$ cat config.mk
export PLATFORM = sky130hd
export DESIGN_NAME = ddr_act_sched
export DESIGN_NICKNAME = d
export VERILOG_FILES = /design/src/rtl/ddr_sched_pkg.sv /design/src/rtl/ddr_rrd_timer.sv /design/src/rtl/ddr_bank_fsm.sv /design/src/rtl/ddr_act_sched.sv
export SDC_FILE = /design/constraint.sdc
export NUM_CORES = 1
export LEC_CHECK = 0
export BUFFER_PORTS_ARGS = -buffer_cell sky130_fd_sc_hd__buf_4
export CAP_MARGIN = 30
export CORE_MARGIN = 2
export CORE_UTILIZATION = 55
export DETAILED_ROUTE_END_ITERATION = 12
export PLACE_DENSITY = 0.75
export SLEW_MARGIN = 20
export SYNTH_ARGS = -nofsm -noshare
export SYNTH_HDL_FRONTEND = slang
export SYNTH_SLANG_ARGS = --single-unit
$ cat constraint.sdc
create_clock -name clk -period 7.7 [get_ports clk]
set_input_delay 0 -clock clk [delete_from_list [all_inputs] [get_ports clk]]
set_output_delay 0 -clock clk [all_outputs]
set_load 0.005 [all_outputs]
$ cat src/rtl/ddr_sched_pkg.sv
package ddr_sched_pkg;

    typedef enum logic [2:0] {
        CMD_NOP = 3'd0,
        CMD_ACT = 3'd1,
        CMD_RD  = 3'd2,
        CMD_WR  = 3'd3,
        CMD_PRE = 3'd4
    } cmd_e;

    typedef enum logic [1:0] {
        BK_IDLE,
        BK_ACTIVE,
        BK_APWAIT,
        BK_PRECHG
    } bank_st_e;

    typedef enum logic [1:0] {
        DEC_STALL,
        DEC_ISSUE,
        DEC_REJECT,
        DEC_DROP
    } decision_e;

endpackage

$ cat src/rtl/ddr_rrd_timer.sv
module ddr_rrd_timer #(
    parameter int CNT_W = 4
) (
    input  logic             clk,
    input  logic             rst_n,
    input  logic [CNT_W-1:0] cfg_trrd,
    input  logic             act_go,
    output logic             rrd_ok
);

    logic [CNT_W-1:0] rrd_cnt;
    logic [CNT_W-1:0] rrd_load;

    // cnt holds (cfg-1) after the activation, so it reaches zero cfg cycles later
    assign rrd_load = (cfg_trrd == '0) ? '0 : cfg_trrd - CNT_W'(1);
    assign rrd_ok   = (rrd_cnt == '0);

    always_ff @(posedge clk) begin
        if (!rst_n) begin
            rrd_cnt <= '0;
        end else if (act_go) begin
            rrd_cnt <= rrd_load;
        end else if (rrd_cnt != '0) begin
            rrd_cnt <= rrd_cnt - CNT_W'(1);
        end
    end

    AST_RRD_GAP: assert property (@(posedge clk) disable iff (!rst_n)
        act_go |-> (rrd_cnt == '0));

endmodule

$ cat src/rtl/ddr_bank_fsm.sv
module ddr_bank_fsm
    import ddr_sched_pkg::*;
#(
    parameter int CNT_W     = 4,
    parameter int BURST_CYC = 2
) (
    input  logic             clk,
    input  logic             rst_n,
    input  logic [CNT_W-1:0] cfg_trcd,
    input  logic [CNT_W-1:0] cfg_tras,
    input  logic [CNT_W-1:0] cfg_trp,
    input  logic             act_go,
    input  logic             col_go,
    input  logic             col_ap,
    input  logic             pre_go,
    output bank_st_e         bank_st,
    output logic             act_ok,
    output logic             col_ok,
    output logic             pre_ok
);

    localparam int BC_W  = $clog2(BURST_CYC + 1);
    localparam int AUX_W = (BC_W > CNT_W) ? BC_W : CNT_W;

    bank_st_e         st_q, st_d;
    logic [CNT_W-1:0] rcd_cnt;
    logic [CNT_W-1:0] ras_cnt;
    logic [AUX_W-1:0] aux_cnt;
    logic             pre_start;
    logic             ap_start;

    function automatic logic [CNT_W-1:0] cyc_load(input logic [CNT_W-1:0] v);
        return (v == '0) ? '0 : v - CNT_W'(1);
    endfunction

    assign ap_start  = (st_q == BK_ACTIVE) && col_go && col_ap;
    assign pre_start = ((st_q == BK_ACTIVE) && pre_go) ||
                       ((st_q == BK_APWAIT) && (aux_cnt == '0) && (ras_cnt == '0));

    // state register
    always_ff @(posedge clk) begin
        if (!rst_n) begin
            st_q <= BK_IDLE;
        end else begin
            st_q <= st_d;
        end
    end

    // next state
    always_comb begin
        st_d = st_q;
        unique case (st_q)
            BK_IDLE: begin
                if (act_go) st_d = BK_ACTIVE;
            end
            BK_ACTIVE: begin
                if (pre_go)        st_d = BK_PRECHG;
                else if (ap_start) st_d = BK_APWAIT;
            end
            BK_APWAIT: begin
                if (pre_start) st_d = BK_PRECHG;
            end
            BK_PRECHG: begin
                if (act_go)                st_d = BK_ACTIVE;
                else if (aux_cnt == '0)    st_d = BK_IDLE;
            end
        endcase
    end

    // timing counters
    always_ff @(posedge clk) begin
        if (!rst_n) begin
            rcd_cnt <= '0;
            ras_cnt <= '0;
            aux_cnt <= '0;
        end else begin
            if (act_go)               rcd_cnt <= cyc_load(cfg_trcd);
            else if (rcd_cnt != '0)   rcd_cnt <= rcd_cnt - CNT_W'(1);

            if (act_go)               ras_cnt <= cyc_load(cfg_tras);
            else if (ras_cnt != '0)   ras_cnt <= ras_cnt - CNT_W'(1);

            if (pre_start)            aux_cnt <= AUX_W'(cyc_load(cfg_trp));
            else if (ap_start)        aux_cnt <= AUX_W'(BURST_CYC - 1);
            else if (aux_cnt != '0)   aux_cnt <= aux_cnt - AUX_W'(1);
        end
    end

    // outputs
    always_comb begin
        bank_st = st_q;
        act_ok  = (st_q == BK_IDLE) || ((st_q == BK_PRECHG) && (aux_cnt == '0));
        col_ok  = (st_q == BK_ACTIVE) && (rcd_cnt == '0);
        pre_ok  = (st_q == BK_ACTIVE) && (ras_cnt == '0);
    end

    AST_COL_AFTER_RCD: assert property (@(posedge clk) disable iff (!rst_n)
        col_go |-> ((st_q == BK_ACTIVE) && (rcd_cnt == '0)));

    AST_PRE_AFTER_RAS: assert property (@(posedge clk) disable iff (!rst_n)
        pre_go |-> (ras_cnt == '0));

    AST_AP_HOLD: assert property (@(posedge clk) disable iff (!rst_n)
        ((st_q == BK_APWAIT) && (ras_cnt != '0)) |=> (st_q == BK_APWAIT));

    AST_ACT_CLOSED: assert property (@(posedge clk) disable iff (!rst_n)
        act_go |-> ((st_q == BK_IDLE) || (st_q == BK_PRECHG)));

endmodule

$ cat src/rtl/ddr_act_sched.sv
module ddr_act_sched
    import ddr_sched_pkg::*;
#(
    parameter int NUM_BANKS = 4,
    parameter int BANK_W    = $clog2(NUM_BANKS),
    parameter int ADDR_W    = 13,
    parameter int CNT_W     = 4,
    parameter int BURST_CYC = 2
) (
    input  logic              clk,
    input  logic              rst_n,
    input  logic [CNT_W-1:0]  cfg_trcd,
    input  logic [CNT_W-1:0]  cfg_trrd,
    input  logic [CNT_W-1:0]  cfg_tras,
    input  logic [CNT_W-1:0]  cfg_trp,
    input  logic              req_valid,
    output logic              req_ready,
    input  logic [2:0]        req_cmd,
    input  logic [BANK_W-1:0] req_bank,
    input  logic [ADDR_W-1:0] req_addr,
    input  logic              req_autopre,
    output logic [2:0]        cmd_out,
    output logic [BANK_W-1:0] cmd_bank,
    output logic [ADDR_W-1:0] cmd_addr,
    output logic              cmd_autopre,
    output logic              err_pulse
);

    bank_st_e              bk_st  [NUM_BANKS];
    logic [NUM_BANKS-1:0]  bk_act_ok;
    logic [NUM_BANKS-1:0]  bk_col_ok;
    logic [NUM_BANKS-1:0]  bk_pre_ok;
    logic [NUM_BANKS-1:0]  bk_act_go;
    logic [NUM_BANKS-1:0]  bk_col_go;
    logic [NUM_BANKS-1:0]  bk_pre_go;
    logic                  rrd_ok;
    logic                  any_act;
    decision_e             dec;
    logic                  fire;
    logic                  issue;
    bank_st_e              head_st;

    assign head_st = bk_st[req_bank];

    // decision on the head request
    always_comb begin
        dec = DEC_DROP;
        unique case (req_cmd)
            CMD_NOP: dec = DEC_DROP;
            CMD_ACT: begin
                if (head_st == BK_ACTIVE)                 dec = DEC_REJECT;
                else if (bk_act_ok[req_bank] && rrd_ok)   dec = DEC_ISSUE;
                else                                      dec = DEC_STALL;
            end
            CMD_RD, CMD_WR: begin
                if (head_st != BK_ACTIVE)                 dec = DEC_REJECT;
                else if (bk_col_ok[req_bank])             dec = DEC_ISSUE;
                else                                      dec = DEC_STALL;
            end
            CMD_PRE: begin
                if (head_st != BK_ACTIVE)                 dec = DEC_DROP;
                else if (bk_pre_ok[req_bank])             dec = DEC_ISSUE;
                else                                      dec = DEC_STALL;
            end
            default: dec = DEC_REJECT;
        endcase
    end

    assign req_ready = (dec != DEC_STALL);
    assign fire      = req_valid && req_ready;
    assign issue     = fire && (dec == DEC_ISSUE);
    assign any_act   = issue && (req_cmd == CMD_ACT);

    ddr_rrd_timer #(.CNT_W(CNT_W)) u_rrd (
        .clk      (clk),
        .rst_n    (rst_n),
        .cfg_trrd (cfg_trrd),
        .act_go   (any_act),
        .rrd_ok   (rrd_ok)
    );

    for (genvar gi = 0; gi < NUM_BANKS; gi++) begin : g_bank
        logic sel;
        assign sel           = issue && (req_bank == BANK_W'(gi));
        assign bk_act_go[gi] = sel && (req_cmd == CMD_ACT);
        assign bk_col_go[gi] = sel && ((req_cmd == CMD_RD) || (req_cmd == CMD_WR));
        assign bk_pre_go[gi] = sel && (req_cmd == CMD_PRE);

        ddr_bank_fsm #(.CNT_W(CNT_W), .BURST_CYC(BURST_CYC)) u_bank (
            .clk      (clk),
            .rst_n    (rst_n),
            .cfg_trcd (cfg_trcd),
            .cfg_tras (cfg_tras),
            .cfg_trp  (cfg_trp),
            .act_go   (bk_act_go[gi]),
            .col_go   (bk_col_go[gi]),
            .col_ap   (req_autopre),
            .pre_go   (bk_pre_go[gi]),
            .bank_st  (bk_st[gi]),
            .act_ok   (bk_act_ok[gi]),
            .col_ok   (bk_col_ok[gi]),
            .pre_ok   (bk_pre_ok[gi])
        );
    end

    // registered command bus
    always_ff @(posedge clk) begin
        if (!rst_n) begin
            cmd_out     <= CMD_NOP;
            cmd_bank    <= '0;
            cmd_addr    <= '0;
            cmd_autopre <= 1'b0;
            err_pulse   <= 1'b0;
        end else begin
            cmd_out     <= issue ? req_cmd : CMD_NOP;
            cmd_bank    <= issue ? req_bank : '0;
            cmd_addr    <= issue ? req_addr : '0;
            cmd_autopre <= issue && req_autopre &&
                           ((req_cmd == CMD_RD) || (req_cmd == CMD_WR));
            err_pulse   <= fire && (dec == DEC_REJECT);
        end
    end

    AST_ERR_NOP: assert property (@(posedge clk) disable iff (!rst_n)
        err_pulse |-> (cmd_out == CMD_NOP));

    AST_STALL_NOP: assert property (@(posedge clk) disable iff (!rst_n)
        (req_valid && !req_ready) |=> (cmd_out == CMD_NOP));

endmodule

==> summary.md <==
| Metric | Value |
|---|---|
| Pins over their slew limit | `0` |
| Synth async-reset ratio | `0%` |
| # rows | `34` |
| Number of routed nets with antenna violations | `0` |
| Routed len/inst | `roughly 16 um` |
| Switching Share | `41.1%` |
| Internal power | `between 1 and 1.5 mW` |
| Hold Path Stages | `2` |
| Leakage | `2.47 nW` |
| DPL Wire Length | `between 9000 and 10,000 um` |
| Clock skew | `roughly 0.014 ns` |
| IO Count | `a little under 60` |
| Sequential-to-total area share from yosys stat | `between 30% and 40%` |
| Die W | `between 90 and 100 um` |
| Die extent in y | `roughly 100 um` |
| Slowest-stage cell, CP | `o311a_1` |
| Final wirelength | `between 10,000 and 15,000 um` |
| Relative slew slack | `about two fifths` |
| CTS root buffer | `clkbuf_8` |
| Comb pwr share | `around 50%` |
| Global-route usage over all layers | `about a quarter` |
| Final Cycle Share | `between 40% and 50%` |
| Syn_nets | `slightly below 700` |
| CP cell instances | `inv_1 -> ha_1 -> and3b_1 -> a222oi_1 -> and3_4 -> o311a_1 -> nand3_1 -> a211oi_2 -> mux2_2` |
| Clk pwr share | `15.8%` |
| Final hold violations | `0` |
| Yosys top cell by area | `dfxtp_1` |
| Initial core utilization | `a little under three fifths` |
| Die area | `9950 um2` |
| Layout cell share with drive strength beyond 1 | `between 10% and 20%` |
| Vias in the first global route | `roughly 4,400` |
| Clock Sinks | `80` |
| Worst-case reg-to-reg path depth | `9` |
| CTS tree | `built` |
| Initial antenna violation count | `0` |
| Synth-to-Final Area Change | `17.4%` |
| Fin Hold WS | `0.0231 ns` |
| FF-to-FF End | `g_bank[0].u_bank.bank_st[0]` |
| Fmax | `277 MHz` |
| Worst reg2reg setup slack | `approximately 4 ns` |
| Clk Latency, worst-skew pair | `between 0.3 and 0.4 ns` |
| Switch Pwr | `around 780 uW` |
| Max Cap Viol | `0` |
| Crit path largest cell delay | `0.76 ns` |
| Syn_area_per_cell | `between 8 and 9 um2` |
| First-pass GRT wire length | `a little over 20,000 um` |
| Port Buf Inserts | `58` |
| RSZ-0062 raised after global routing | `no` |
| Post-synth EDFFs | `0` |
| Flop pwr share | `approximately a third` |
| Synth unique cells | `74` |
| Ys flop type | `dfxtp_1` |
| Final GP Congestion | `about 0.95` |
| Met1 Use GR | `a little under a third` |
| Final setup viols | `0` |
| Fin crit period | `roughly 3.6 ns` |
| Fin Setup TNS | `0 ns` |
| Largest net degree at the start of global routing | `43` |
| Post-synthesis cell count | `601` |
| CP arrival | `approximately 3.9 ns` |
| Type of the worst setup path | `flop to flop` |
| Grt ovf | `0` |
| Clock buffer depth | `2` |
| Critical path required time | `between 7 and 8 ns` |
| CTS clk-pin slew, worst paths | `roughly 0.090 ns` |
| Hold_sp | `req_bank[0]` |
| Total power | `~1.9 mW` |
| Hold Path End | `cmd_bank[0]` |
| Area contributors post-synth | `dfxtp_1 (32%), ha_1 (11%), nor2_1 (5.1%), a21oi_1 (5.0%), nand2_1 (3.9%)` |
| Busiest grt layer | `met2` |
| Status | `completed` |
| RR Startpoint | `g_bank[3].u_bank.bank_st[0]` |
| Top cell type's share of synthesized area | `between 30% and 40%` |
| DR pass1 iterations | `5` |
| Iter 0 DRT Violations | `~230` |
| Crit. End Element | `flop` |
| Met3 Resource Use GR | `~6.3%` |
| Fillers | `roughly 700` |
| Inserted Clock Buffers | `9` |
| Hold WC Path Type | `input pin to flop` |
| Synth warn | `0` |
| Pwr/cell area | `~320 nW/um2` |
| Synthesized area | `between 5000 and 6000 um2` |
| Remaining DRCs | `0` |
| CP max FO | `27` |
| CORE AREA | `between 8000 and 9000 um2` |
| Yosys reg bits | `80` |
| Vias post-DR | `~4,700` |
| Critical Path Start Type | `flop` |
| H-Tree Depth | `3` |
| Post-CTS Resized | `0` |
| Met2 GRT Util | `44.9%` |
| Vias/cell | `around 5.9` |
| Max VDD drop | `roughly 230 uV` |
| ANT cells | `0` |
| Final #Nets | `758` |
| Least-Margin Pin Slew | `0.916 ns` |
==> per-layer routing <==
layer | up-vias | part of all wire (%)
met5 | - | 0
met4 | 0 | 1.9
met3 | 22 | 6.1
met2 | 134 | 48
met1 | 2199 | 44
li1 | 2296 | -
==> cell families (layout without fill, tap and decap cells) <==
family,count (synthesis),after routing,synth area share [%]
compound gates,137,137,19.0
simple gates,249,249,27.2
flops,80,80,31.8
fa+ha+maj,46,46,11.4
mux,6,6,1.24
xor+xnor,27,27,4.69
buf+inv,56,134,4.74
==> through the flow <==
step / utilization [%] / area (um2) / setup WS (ns) / cells
2_1_floorplan: - / 5040 / 5.00 / 601
3_3_place_gp: 62.7 / 5520 / 4.32 / 750
3_5_place_dp: 62.7 / 5520 / 4.19 / 750
4_1_cts: 67.2 / 5920 / 4.18 / 787
5_1_grt: 67.2 / 5920 / 3.92 / 787
6_report: 67.2 / 5920 / 4.09 / 787
==> power by group through the flow <==
stage               clock (mW)  sequential (mW)  combinational (mW)
floorplan                    0            0.620               0.764
global placement             0            0.639               0.900
detailed placement           0            0.644               0.938
CTS                      0.305            0.636               0.952
global route             0.325            0.654                1.09
finish                   0.300            0.638               0.959
==> layout by cell type (no fill, tap or decap), drive strengths merged, types with 3 or more instances in the layout <==
master	instances
nand2	52
o31a	4
nor3	31
nor4bb	5
a31oi	7
xnor2	19
buf	59
nor2b	3
a21oi	50
o21a	3
dlygate4sd3	21
nor3b	16
or3	12
clkbuf	10
nand3	11
nand2b	4
nand4bb	3
mux2i	4
o22ai	7
o31ai	4
nor2	71
ha	46
o211a	3
o21ai	12
o311ai	3
xor2	8
inv	40
a211oi	18
o311a	3
dfxtp	80
clkinv	3
or2	4
and3	20
==> layout make-up <==
cell class	count	area, um2	area share [%]
clock buffers	10	138	2.32
clock inverters	6	50.0	0.845
inverters	38	143	2.41
multi-input cells	465	3200	54.1
flip-flops and latches	80	1600	27.0
well taps	108	135	2.28
repair buffers	80	653	11.0
==> repair_timing <==
action / in CTS / in global routing
hold buffers: 21 / 0
endpoints found under the hold margin: 25 / 0
setup buffers: 0 / 0
==> synth_stat cells (all sizes together), types with 4 or more instances <==
cell	number
nor4bb	5
and3	20
xnor2	19
mux2i	4
a211oi	18
nand2	52
dfxtp	80
nor3	31
o31ai	4
buf	6
nor2	71
o21ai	12
nand3	11
or3	12
nand2b	4
a31oi	7
a21oi	50
o22ai	7
o31a	4
nor3b	16
inv	37
clkbuf	12
xor2	8
or2	4
ha	46
==> worst max-delay path: cells and delay by family (launching register included) <==
kind | cells | cell delay [ns]
buffers and inverters | 1 | 0.12
flip-flops | 1 | 0.37
multiplexers | 1 | 0.36
AND/OR/NAND/NOR | 3 | 0.73
adder cells (fa/ha/maj) | 1 | 0.18
AO/OA/AOI/OAI | 3 | 1.74
==> worst max-delay path by stage <==
stage / from / endpoint / slack [ns] / cells after the start
3_5_place_dp: g_bank[3].u_bank.bank_st[0] / g_bank[0].u_bank.bank_st[0] / 4.19 / 9
2_1_floorplan: g_bank[3].u_bank.bank_st[1] / g_bank[0].u_bank.bank_st[0] / 5.00 / 8
5_1_grt: g_bank[3].u_bank.bank_st[1] / g_bank[2].u_bank.bank_st[0] / 3.92 / 7
4_1_cts: g_bank[3].u_bank.bank_st[0] / g_bank[0].u_bank.bank_st[0] / 4.18 / 9
3_3_place_gp: g_bank[1].u_bank.ras_cnt[0] / g_bank[0].u_bank.bank_st[0] / 4.32 / 9
6_report: g_bank[3].u_bank.bank_st[0] / g_bank[0].u_bank.bank_st[0] / 4.09 / 9
==> state kept, by name, indices dropped and copies added (netlist names) <==
signal                 cells
g_bank.u_bank.bank_st      8
cmd_bank                   2
cmd_autopre                1
cmd_addr                  13
u_rrd.rrd_cnt              4
g_bank.u_bank.rcd_cnt     16
g_bank.u_bank.aux_cnt     16
cmd_out                    3
err_pulse                  1
g_bank.u_bank.ras_cnt     16
Note: power is estimated with default switching activity, not from simulation.
